[src/rtl/pwmgate_pkg.sv]
package pwmgate_pkg;
  localparam int NUM_EXT  = 3;
  localparam int NUM_TRIG = 3;

  typedef enum logic [2:0] {
    ACC_LEVEL  = 3'b000,
    ACC_RISE   = 3'b001,
    ACC_ANY    = 3'b010,
    ACC_LATCH  = 3'b011,
    ACC_LRISE  = 3'b100,
    ACC_LANY   = 3'b101,
    ACC_QLRISE = 3'b110,
    ACC_QLANY  = 3'b111
  } acc_mode_e;

  typedef enum logic [2:0] {
    TRM_SW   = 3'b000,
    TRM_AUTO = 3'b001,
    TRM_TRGA = 3'b010,
    TRM_TRGB = 3'b011,
    TRM_TRGC = 3'b100,
    TRM_EXT0 = 3'b101,
    TRM_EXT1 = 3'b110,
    TRM_EXT2 = 3'b111
  } term_sel_e;

  typedef enum logic [1:0] {
    SWR_CTL  = 2'b00,
    SWR_AQ   = 2'b01,
    SWR_TQ   = 2'b10,
    SWR_NONE = 2'b11
  } sw_route_e;

  localparam logic [2:0] QSRC_ONE  = 3'b000;
  localparam logic [2:0] QSRC_SOFT = 3'b111;
endpackage

[src/rtl/pwmgate_front.sv]
module pwmgate_front
  import pwmgate_pkg::*;
(
  input  logic               clk,
  input  logic               rst,
  input  logic               ctl_in,
  input  logic               in_inv,
  input  logic               in_sync,
  input  logic               eoc,
  input  logic               duty_act,
  input  logic               blank_act,
  input  logic               pg_trig,
  input  logic [NUM_EXT-1:0] ext_src,
  input  logic [2:0]         aq_src,
  input  logic               aq_inv,
  input  logic [2:0]         tq_src,
  input  logic               tq_inv,
  input  logic               sw_level,
  input  logic [1:0]         sw_route,
  output logic               ctl_eff,
  output logic               aq_val,
  output logic               tq_val
);
  logic ctl_pol;
  logic samp_q;

  // Shared source order for both qualifier selectors (codes 1..6)
  function automatic logic q_pick(input logic [2:0] code, input logic d,
                                  input logic b, input logic t,
                                  input logic [NUM_EXT-1:0] e);
    case (code)
      3'd1:    q_pick = d;
      3'd2:    q_pick = b;
      3'd3:    q_pick = t;
      3'd4:    q_pick = e[0];
      3'd5:    q_pick = e[1];
      3'd6:    q_pick = e[2];
      default: q_pick = 1'b0;
    endcase
  endfunction

  assign ctl_pol = (ctl_in | ((sw_route == SWR_CTL) & sw_level)) ^ in_inv;

  always_ff @(posedge clk) begin
    if (rst)      samp_q <= 1'b0;
    else if (eoc) samp_q <= ctl_pol;
  end

  assign ctl_eff = in_sync ? samp_q : ctl_pol;

  always_comb begin
    if (aq_src == QSRC_ONE)       aq_val = 1'b1;
    else if (aq_src == QSRC_SOFT) aq_val = 1'b0;
    else aq_val = q_pick(aq_src, duty_act, blank_act, pg_trig, ext_src) ^ aq_inv;
    aq_val = aq_val | ((sw_route == SWR_AQ) & sw_level);
  end

  always_comb begin
    if (tq_src == QSRC_ONE || tq_src == QSRC_SOFT) tq_val = 1'b1;
    else tq_val = q_pick(tq_src, duty_act, blank_act, pg_trig, ext_src) ^ tq_inv;
    tq_val = tq_val | ((sw_route == SWR_TQ) & sw_level);
  end
endmodule

[src/rtl/pwmgate_term.sv]
module pwmgate_term
  import pwmgate_pkg::*;
(
  input  logic                clk,
  input  logic                rst,
  input  logic [2:0]          term_sel,
  input  logic                sw_term_pulse,
  input  logic                prim_fall,
  input  logic [NUM_TRIG-1:0] trig_evt,
  input  logic [NUM_EXT-1:0]  ext_src,
  input  logic                term_inv,
  input  logic                tq_val,
  input  logic                term_sync_dis,
  input  logic                eoc,
  output logic                clr
);
  logic src;
  logic term_ok;
  logic pend_q;

  always_comb begin
    case (term_sel)
      TRM_SW:   src = sw_term_pulse;
      TRM_AUTO: src = prim_fall;
      TRM_TRGA: src = trig_evt[0];
      TRM_TRGB: src = trig_evt[1];
      TRM_TRGC: src = trig_evt[2];
      TRM_EXT0: src = ext_src[0] ^ term_inv;
      TRM_EXT1: src = ext_src[1] ^ term_inv;
      default:  src = ext_src[2] ^ term_inv;
    endcase
  end

  assign term_ok = src & tq_val;

  always_ff @(posedge clk) begin
    if (rst)                          pend_q <= 1'b0;
    else if (eoc)                     pend_q <= 1'b0;
    else if (term_ok && !term_sync_dis) pend_q <= 1'b1;
  end

  assign clr = term_sync_dis ? term_ok : (eoc & (pend_q | term_ok));
endmodule

[src/rtl/pwmgate_accept.sv]
module pwmgate_accept
  import pwmgate_pkg::*;
(
  input  logic       clk,
  input  logic       rst,
  input  logic [2:0] acc_mode,
  input  logic       ctl_eff,
  input  logic       aq_val,
  input  logic       clr,
  input  logic       latch_rst_dom,
  output logic       prim_fall,
  output logic       acc
);
  logic swap, prim, qual, prev_q;
  logic rise, anye, set_c;
  logic latch_q, latch_nxt, acc_raw;

  assign swap = (acc_mode == ACC_QLRISE) || (acc_mode == ACC_QLANY);
  assign prim = swap ? aq_val  : ctl_eff;
  assign qual = swap ? ctl_eff : aq_val;

  always_ff @(posedge clk) begin
    if (rst) begin
      prev_q  <= 1'b0;
      latch_q <= 1'b0;
    end else begin
      prev_q  <= prim;
      latch_q <= latch_nxt;
    end
  end

  assign rise      = prim & ~prev_q;
  assign anye      = prim ^ prev_q;
  assign prim_fall = ~prim & prev_q;

  always_comb begin
    case (acc_mode)
      ACC_LATCH:              set_c = prim;
      ACC_LRISE, ACC_QLRISE:  set_c = rise;
      ACC_LANY, ACC_QLANY:    set_c = anye;
      default:                set_c = 1'b0;
    endcase
    if (set_c && clr)  latch_nxt = ~latch_rst_dom;
    else if (set_c)    latch_nxt = 1'b1;
    else if (clr)      latch_nxt = 1'b0;
    else               latch_nxt = latch_q;
    case (acc_mode)
      ACC_LEVEL: acc_raw = prim;
      ACC_RISE:  acc_raw = rise;
      ACC_ANY:   acc_raw = anye;
      default:   acc_raw = latch_nxt;
    endcase
  end

  assign acc = acc_raw & qual;
endmodule

[src/rtl/pwm_ctl_gate.sv]
module pwm_ctl_gate
  import pwmgate_pkg::*;
#(
  parameter int NGEN     = 8,
  parameter int SELF_IDX = 0
) (
  input  logic                clk,
  input  logic                rst,
  input  logic                ctl_in,
  input  logic                duty_act,
  input  logic                blank_act,
  input  logic                pg_trig,
  input  logic [NUM_EXT-1:0]  ext_src,
  input  logic [NUM_TRIG-1:0] trig_evt,
  input  logic                eoc,
  input  logic [2:0]          acc_mode,
  input  logic                latch_rst_dom,
  input  logic [2:0]          term_sel,
  input  logic                term_inv,
  input  logic                term_sync_dis,
  input  logic                in_sync,
  input  logic                in_inv,
  input  logic [2:0]          aq_src,
  input  logic                aq_inv,
  input  logic [2:0]          tq_src,
  input  logic                tq_inv,
  input  logic                sw_level,
  input  logic [1:0]          sw_route,
  input  logic                sw_term_pulse,
  input  logic                byp_en,
  input  logic [NGEN-1:0]     byp_mask,
  input  logic [NGEN-1:0]     peer_out,
  output logic                ctl_asserted
);
  localparam logic [NGEN-1:0] SELF_MASK = {{(NGEN-1){1'b0}}, 1'b1} << SELF_IDX;

  logic ctl_eff, aq_val, tq_val, prim_fall, clr, acc, byp_or;

  pwmgate_front u_front (
    .clk(clk), .rst(rst), .ctl_in(ctl_in), .in_inv(in_inv), .in_sync(in_sync),
    .eoc(eoc), .duty_act(duty_act), .blank_act(blank_act), .pg_trig(pg_trig),
    .ext_src(ext_src), .aq_src(aq_src), .aq_inv(aq_inv), .tq_src(tq_src),
    .tq_inv(tq_inv), .sw_level(sw_level), .sw_route(sw_route),
    .ctl_eff(ctl_eff), .aq_val(aq_val), .tq_val(tq_val)
  );

  pwmgate_term u_term (
    .clk(clk), .rst(rst), .term_sel(term_sel), .sw_term_pulse(sw_term_pulse),
    .prim_fall(prim_fall), .trig_evt(trig_evt), .ext_src(ext_src),
    .term_inv(term_inv), .tq_val(tq_val), .term_sync_dis(term_sync_dis),
    .eoc(eoc), .clr(clr)
  );

  pwmgate_accept u_accept (
    .clk(clk), .rst(rst), .acc_mode(acc_mode), .ctl_eff(ctl_eff),
    .aq_val(aq_val), .clr(clr), .latch_rst_dom(latch_rst_dom),
    .prim_fall(prim_fall), .acc(acc)
  );

  assign byp_or = |(peer_out & byp_mask & ~SELF_MASK);

  always_ff @(posedge clk) begin
    if (rst) ctl_asserted <= 1'b0;
    else     ctl_asserted <= byp_en ? byp_or : acc;
  end
endmodule

[config.mk]
export PLATFORM = sky130hd
export DESIGN_NAME = pwm_ctl_gate
export DESIGN_NICKNAME = d
export VERILOG_FILES = /design/src/rtl/pwmgate_pkg.sv /design/src/rtl/pwmgate_front.sv /design/src/rtl/pwmgate_term.sv /design/src/rtl/pwmgate_accept.sv /design/src/rtl/pwm_ctl_gate.sv
export SDC_FILE = /design/constraint.sdc
export NUM_CORES = 1
export LEC_CHECK = 0
export ABC_AREA = 1
export ABC_CLOCK_PERIOD_IN_PS = 4800
export BUFFER_PORTS_ARGS = -buffer_cell sky130_fd_sc_hd__clkbuf_2
export CORE_MARGIN = 5
export CORE_UTILIZATION = 35
export DETAILED_ROUTE_END_ITERATION = 10
export GPL_ROUTABILITY_DRIVEN = 0
export PLACE_DENSITY = 0.77
export SETUP_SLACK_MARGIN = 0.5
export SYNTH_ARGS = -nofsm -noshare
export SYNTH_HDL_FRONTEND = slang
export SYNTH_SLANG_ARGS = --single-unit
[constraint.sdc]
create_clock -name clk -period 4.8 [get_ports clk]
set_input_delay 0.96 -clock clk [delete_from_list [all_inputs] [get_ports clk]]
set_output_delay 0.96 -clock clk [all_outputs]
set_load 0.05 [all_outputs]
==> flow_metrics.env, run 1 <==
export IMPL_outcome="completed"
export IMPL_initial_core_util=0.358
export IMPL_synth_edf_count=0
export IMPL_power_density_nw_per_um2=168
export IMPL_post_place_ws_ns=1.73
export IMPL_setup_viol=0
export IMPL_drc=0
export IMPL_ys_async_sr_fraction=0
export IMPL_finalSetupTns_ns=0
export IMPL_placed_area_sq_um=1060
export IMPL_crit_fanout=6
export IMPL_cts_resized=0
export IMPL_worstMarginPinSlew_ns=0.274
export IMPL_intPower_w=0.000115
export IMPL_critical_path_class="input pin to flop"
export IMPL_grt_max_degree=7
export IMPL_hold_violations=0
export IMPL_placementRows=17
export IMPL_synth_area_sq_um=769
export IMPL_yosysMostFrequentCell="nand2_1"
export IMPL_p_sw_frac=0.368
export IMPL_cts_sinks=5
export IMPL_vias_per_cell=4.81
export IMPL_insertion_delay_ns=0.24
export IMPL_leakage_nw=0.640
export IMPL_crit_slowest_cell="ha_1"
export IMPL_drt_iter0_markers=27
export IMPL_core_sq_um=2150
export IMPL_net_switching_power_w=0.0000671
export IMPL_n_fill_cell=252
export IMPL_dp_hpwl_mm=1.87
export IMPL_synthTopCellsByArea="nand3_1, nand2_1, dfxtp_1"
export IMPL_seq_area_frac_synth=0.130
export IMPL_netlist_instances=139
export IMPL_rsz0062_at_grt="no"
export IMPL_diodes=0
export IMPL_synth_top_area_cell="nand3_1"
export IMPL_die_h_um=56.9
export IMPL_critPathMaxStageDelay_ns=0.28
export IMPL_track_usage=0.132
export IMPL_worstPathCellList="clkbuf_2 -> inv_1 -> nand3_1 -> nand2_1 -> nand2_1 -> nand4_1 -> or2_0 -> nand3_1 -> nand2_1 -> inv_1 -> nand2_1 -> o21ai_2 -> inv_1 -> ha_1 -> a21oi_1 -> o21ai_1 -> nand2_1 -> nand3b_1 -> nor2_1 -> nand2_2 -> a21oi_2"
export IMPL_synth_lib_cells_used_distinct=24
export IMPL_wire_per_inst_um=9.38
export IMPL_slew_viol_final=0
export IMPL_min_path_type="flop to flop"
export IMPL_startpoint_type="input pin"
export IMPL_grt_pass1_wl_mm=3.55
export IMPL_seq_power_share=0.257
export IMPL_vias=1067
export IMPL_clk_pin_slew_worst_paths_ns=0.04
export IMPL_port_buffers=51
export IMPL_synthesis_nets=194
export IMPL_critPathMostFrequentCell="nand2_1"
export IMPL_root_buffer="clkbuf_4"
export IMPL_area_delta_synth_final_pct=41.1
export IMPL_seqCellArea_sq_um=100
export IMPL_final_min_clock_period_ns=2.81
export IMPL_wl_mm=2.08
export IMPL_layout_drive_gt1_share=0.356
export IMPL_fp_dieW_um=56.9
export IMPL_synth_flop_cell="dfxtp_1"
export IMPL_overflow=0
export IMPL_ant_nets=0
export IMPL_max_cap_viol_count=0
export IMPL_grt_pass1_vias=941
export IMPL_clock_power_share=0.270
export IMPL_post_route_util=0.506
export IMPL_fin_ws_ns=1.99
export IMPL_multi_input_area_sq_um=591
export IMPL_fmax_mhz=356
export IMPL_holdBufCountCts=0
export IMPL_cpLargestDelayFamily="simple AND/OR/NAND/NOR gates"
export IMPL_dieArea_sq_um=3240
export IMPL_end_kind="flop"
export IMPL_cts_max_level=1
export IMPL_comb_power_share=0.472
export IMPL_ios=54
export IMPL_cts_setup_buffers=0
export IMPL_fin_nets=250
export IMPL_skew_ns=0.00145
export IMPL_critPathBufInv=4
export IMPL_cp_arrival_ns=2.99
export IMPL_yosysWarningCount=0
export IMPL_synthTopCellsByCount="nand2_1, nand3_1, inv_1, nor2_1"
export IMPL_cts_tree="yes"
export IMPL_postSynthAreaPerCell_sq_um=5.54
export IMPL_cp_data_required_time_ns=4.98
export IMPL_cts_buffers=3
export IMPL_fin_crit_sh=0.585
export IMPL_first_pass_iters=4
export IMPL_ir_drop_uv=104
export IMPL_antenna_found_initial=0
export IMPL_final_area_sq_um=1090
export IMPL_clockBufferDepth=2
export IMPL_synth_top_area_frac=0.182
export IMPL_hold_slack_ns=0.462
export IMPL_synth_seq_cells=5
export IMPL_slew_headroom=0.818
-- worst register-to-register path: stages (launching register included) --
cell      delay (ns)
dfxtp_1         0.31
nand2_1         0.09
nand2_1         0.09
o21ai_2         0.16
inv_1           0.06
ha_1            0.28
a21oi_1         0.14
o21ai_1         0.07
nand2_1         0.06
nand3b_1        0.07
nor2_1          0.12
nand2_2         0.07
a21oi_2         0.10
-- per-layer routing --
layer  global-route usage  vias to the layer above  part of all wire
li1                     -                      576                 -
met3               0.0230                        4             0.086
met1                0.167                      447              0.45
met2                0.223                       40              0.45
met5                    0                        -                 0
met4               0.0397                        0             0.015
-- cell type report --
cell class                 instances  area share
clock buffer                       4      0.0242
inverter                          21      0.0726
multi-input combinational        113       0.544
sequential                         5      0.0922
tap                               28      0.0323
timing repair buffer              51       0.235
-- per-stage QoR --
step                      std cells  power (W)
after CTS                       222   0.000184
after floorplan                 139  0.0000979
final                           222   0.000182
after global placement          218   0.000133
after global routing            222   0.000200
after detailed placement        218   0.000134
-- registers in the layout, summed over array words and instances (netlist names) --
| register | flops |
|---|---|
| ctl_asserted | 1 |
| u_accept.latch_q | 1 |
| u_accept.prev_q | 1 |
| u_front.samp_q | 1 |
| u_term.pend_q | 1 |
-- kinds of logic after synthesis --
logic type | share of synthesized area
adders and majority gates | 0.0325
xor gates and xnor gates | 0.0114
DFF | 0.130
and+or+nand+nor | 0.592
AOI/OAI and AO/OA | 0.132
buffers and inverters | 0.102
-- final timing paths --
check | depth (start not counted) | startpoint | endpoint | slack (ns)
worst min register to register | 1 | u_term.pend_q$_SDFFE_PP0P_ | u_term.pend_q$_SDFFE_PP0P_ | 0.46
worst max register to register | 12 | u_front.samp_q$_SDFFE_PP0P_ | ctl_asserted$_SDFF_PP0_ | 3.12
worst max-delay path | 21 | aq_src[0] | ctl_asserted$_SDFF_PP0_ | 1.99
worst min-delay path | 1 | u_term.pend_q$_SDFFE_PP0P_ | u_term.pend_q$_SDFFE_PP0P_ | 0.46
-- power groups by stage --
stage	logic, W	clock network (W)	registers (W)
finish	0.0000860	0.0000492	0.0000469
global route	0.0000990	0.0000536	0.0000472
CTS	0.0000868	0.0000505	0.0000468
detailed placement	0.0000865	0	0.0000476
global placement	0.0000856	0	0.0000474
floorplan	0.0000480	0	0.0000499
-- placed cells by master, fill, tap and decap left out --
cell type	netlist	layout
nand3_2	3	3
nand3_1	28	28
nor2_1	10	10
a21oi_1	4	4
a221oi_1	1	1
inv_1	18	18
nand3b_1	3	3
nand2_1	36	36
clkbuf_1	0	1
o21ai_1	1	1
dfxtp_1	5	5
o21a_1	2	2
clkbuf_2	0	51
nand4_1	5	5
xor2_1	1	1
a21oi_2	1	1
a22o_1	1	1
clkbuf_4	0	3
o31ai_1	1	1
or2_0	1	1
nor3_1	3	3
or2_2	1	1
o21ai_2	2	2
nand2_2	5	5
o21ai_0	2	2
inv_2	3	3
ha_1	2	2
Note: power is estimated with default switching activity, not from simulation.
==> run 2: changes to the inputs <==
Settings changed: ABC_AREA 1 to 0, ABC_CLOCK_PERIOD_IN_PS 4800 to 2300, PLACE_DENSITY 0.77 to 0.8.
Clock period 4.8 ns to 2.3 ns, I/O delays scaled along.
==> run 2 against run 1 <==
  * The run now ends with setup timing left
  * Sequential share of layout area down 1.9 points
  * Core utilization grew 13 points
  * First-iteration DRC count decreased by 33%
  * Via count grew 6.0%
==> flow_metrics.env, run 2 <==
export IMPL_cp_data_required_time_ns=2.49
export IMPL_dp_hpwl_mm=2.14
export IMPL_synth_top_family_by_area="simple AND/OR/NAND/NOR gates"
export IMPL_final_cell_mix="clkbuf_2, buf_4, nand2_1, nand3b_1, mux2i_1"
export IMPL_grt_pass1_wl_mm=4.22
export IMPL_final_min_clock_period_ns=3.06
export IMPL_worstHoldStart="eoc"
export IMPL_fin_crit_sh=1.33
export IMPL_ff2ff_path_depth=10
export IMPL_crit_slowest_cell="or4_4"
export IMPL_overflow=0
export IMPL_worstMarginPinSlew_ns=0.491
export IMPL_first_pass_iters=4
export IMPL_ant_nets=0
export IMPL_crit_fanout=4
export IMPL_post_place_ws_ns=-1.02
export IMPL_grt_max_degree=10
export IMPL_wire_per_inst_um=13.6
export IMPL_track_usage=0.164
export IMPL_worstPathCellList="buf_8 -> mux2i_2 -> nor3b_2 -> or4_4 -> a31oi_4 -> mux2_4 -> inv_2 -> ha_4 -> nand2b_4 -> a21oi_2 -> o21ai_1 -> a2111o_1 -> or4b_1 -> o211ai_1"
export IMPL_yosysMostFrequentCell="nand2_1"
export IMPL_skew_ns=0.00787
export IMPL_ir_drop_uv=261
export IMPL_synthMuxAreaShare=0.136
export IMPL_root_buffer="clkbuf_4"
export IMPL_min_path_type="input pin to flop"
export IMPL_min_to="u_term.pend_q$_SDFFE_PP0P_"
export IMPL_reg2reg_slack_ns=0
export IMPL_initial_core_util=0.356
export IMPL_holdPathStages=2
export IMPL_clockBufferDepth=2
export IMPL_cts_max_level=1
export IMPL_synthSimpleGateAreaFrac=0.320
export IMPL_fmax_mhz=327
export IMPL_cts_buffers=3
export IMPL_synth_adder_area_share=0.0327
export IMPL_synth_seq_cells=5
export IMPL_holdBufCountCts=0
export IMPL_core_sq_um=2150
export IMPL_synth_xor_area_frac=0.0229
export IMPL_synthTopCellsByCount="nand2_1, mux2i_1, nand3b_1"
export IMPL_clk_pin_slew_worst_paths_ns=0.05
export IMPL_port_buffers=51
export IMPL_power_density_nw_per_um2=371
export IMPL_cp_arrival_ns=3.24
export IMPL_synth_area_sq_um=766
export IMPL_critical_path_class="input pin to flop"
export IMPL_setup_viol=3
export IMPL_netlist_instances=101
export IMPL_layout_drive_gt1_share=0.560
export IMPL_synth_top_area_frac=0.131
export IMPL_end_kind="flop"
export IMPL_postSynthAreaPerCell_sq_um=7.58
export IMPL_synth_edf_count=0
export IMPL_critPathMaxStageDelay_ns=0.53
export IMPL_yosysWarningCount=0
export IMPL_fin_ws_ns=-0.756
export IMPL_fin_nets=231
export IMPL_final_common_cell="clkbuf_2"
export IMPL_startpoint_type="input pin"
export IMPL_dieArea_sq_um=3220
export IMPL_vias=1131
export IMPL_drt_iter0_markers=18
export IMPL_ys_async_sr_fraction=0
export IMPL_synthesis_nets=156
export IMPL_hold_violations=0
export IMPL_die_h_um=56.8
export IMPL_drc=0
export IMPL_area_delta_synth_final_pct=78.6
export IMPL_violations="setup timing"
export IMPL_outcome="finished with violations"
export IMPL_cts_tree="yes"
export IMPL_vias_per_cell=5.57
export IMPL_seq_area_frac_synth=0.131
export IMPL_max_cap_viol_count=0
export IMPL_insertion_delay_ns=0.26
export IMPL_slew_headroom=0.672
export IMPL_post_route_util=0.637
export IMPL_rsz0062_at_grt="yes"
export IMPL_placementRows=17
export IMPL_fp_dieW_um=56.8
export IMPL_leakage_nw=0.649
export IMPL_cp_startpoint="aq_src[1]"
export IMPL_diodes=0
export IMPL_synth_lib_cells_used_distinct=43
export IMPL_r2r_start="u_front.samp_q$_SDFFE_PP0P_"
export IMPL_ios=54
export IMPL_r2r_end="ctl_asserted$_SDFF_PP0_"
export IMPL_grt_pass1_vias=1104
export IMPL_cts_sinks=5
export IMPL_antenna_found_initial=0
export IMPL_wl_mm=2.76
export IMPL_slew_viol_final=0
export IMPL_synth_compound_area_frac=0.314
export IMPL_synthTopCellsByArea="dfxtp_1, mux2i_1, nand3b_1"
export IMPL_synth_flop_cell="dfxtp_1"
export IMPL_synth_top_area_cell="dfxtp_1"
run 2: changes by cell type after synthesis, moves of 3 or more:
cell	previous run	this run
nand3_2	3	0
mux2i_1	0	7
nand2_2	5	0
nand3_1	28	4
o21ai_0	2	6
nand4_1	5	0
nor2_1	10	6
nand2_1	36	10
nand3b_1	3	7
inv_2	3	0
nand2b_1	0	3
inv_1	18	5
run 2: power breakdown:
part	internal [W]	total, W	leakage (nW)	switching [W]
Sequential	0.0000956	0.000100	0.0413	0.00000454
Combinational	0.000164	0.000293	0.592	0.000129
Clock	0.0000663	0.000114	0.0150	0.0000476
run 2: worst max-delay path, delay by kind of cell:
kind / cells / cell delay, ns
adder cells (fa/ha/maj): 1 / 0.21
AND/OR/NAND/NOR: 4 / 1.21
AO/OA/AOI/OAI: 5 / 0.81
buffers and inverters: 2 / 0.12
multiplexers: 2 / 0.42
run 2: final cells by class:
type	count	area [sq um]
Tap cell	28	35.0
Timing Repair Buffer	73	442
Clock buffer	4	26.3
Inverter	5	18.8
Sequential cell	5	100
Multi-Input combinational cell	88	746
Fill cell	203	781
run 2: how the worst max path moves through the flow:
stage and end:
5_1_grt ctl_asserted$_SDFF_PP0_, 6_report ctl_asserted$_SDFF_PP0_, 3_3_place_gp ctl_asserted$_SDFF_PP0_, 4_1_cts ctl_asserted$_SDFF_PP0_, 3_5_place_dp ctl_asserted$_SDFF_PP0_, 2_1_floorplan ctl_asserted$_SDFF_PP0_
run 2: logic make-up after synthesis:
family	count (synthesis)
adders and majority gates	2
buffers and inverters	8
AOI/OAI and AO/OA	33
xor gates and xnor gates	2
DFF	5
and+or+nand+nor	42
muxes	9
run 2: timing repair:
| action | in CTS | in global routing |
|---|---|---|
| setup endpoints to repair | 3 | 4 |
| gates resized for setup | 2 | 23 |
| buffers inserted | 0 | 2 |
| pin swaps | 0 | 6 |
run 2: metal layers:
| metal | track usage | vias to the layer above | part of all wire |
|---|---|---|---|
| met5 | 0 | - | 0 |
| met4 | 0.106 | 0 | 0.023 |
| met3 | 0.0322 | 9 | 0.083 |
| met2 | 0.304 | 51 | 0.52 |
| met1 | 0.163 | 527 | 0.38 |
| li1 | - | 544 | - |
run 2: metrics by stage:
stage | area [sq um] | power [W] | hold WS (ns) | instances | setup TNS [ns]
after floorplan | 783 | 0.000223 | 0.483 | 101 | -1.21
after global placement | 1210 | 0.000336 | 0.498 | 197 | -2.17
after detailed placement | 1210 | 0.000346 | 0.534 | 197 | -2.49
after CTS | 1240 | 0.000470 | 0.416 | 201 | -1.60
after global routing | 1370 | 0.000540 | 0.437 | 203 | -1.92
final | 1370 | 0.000507 | 0.425 | 203 | -1.61
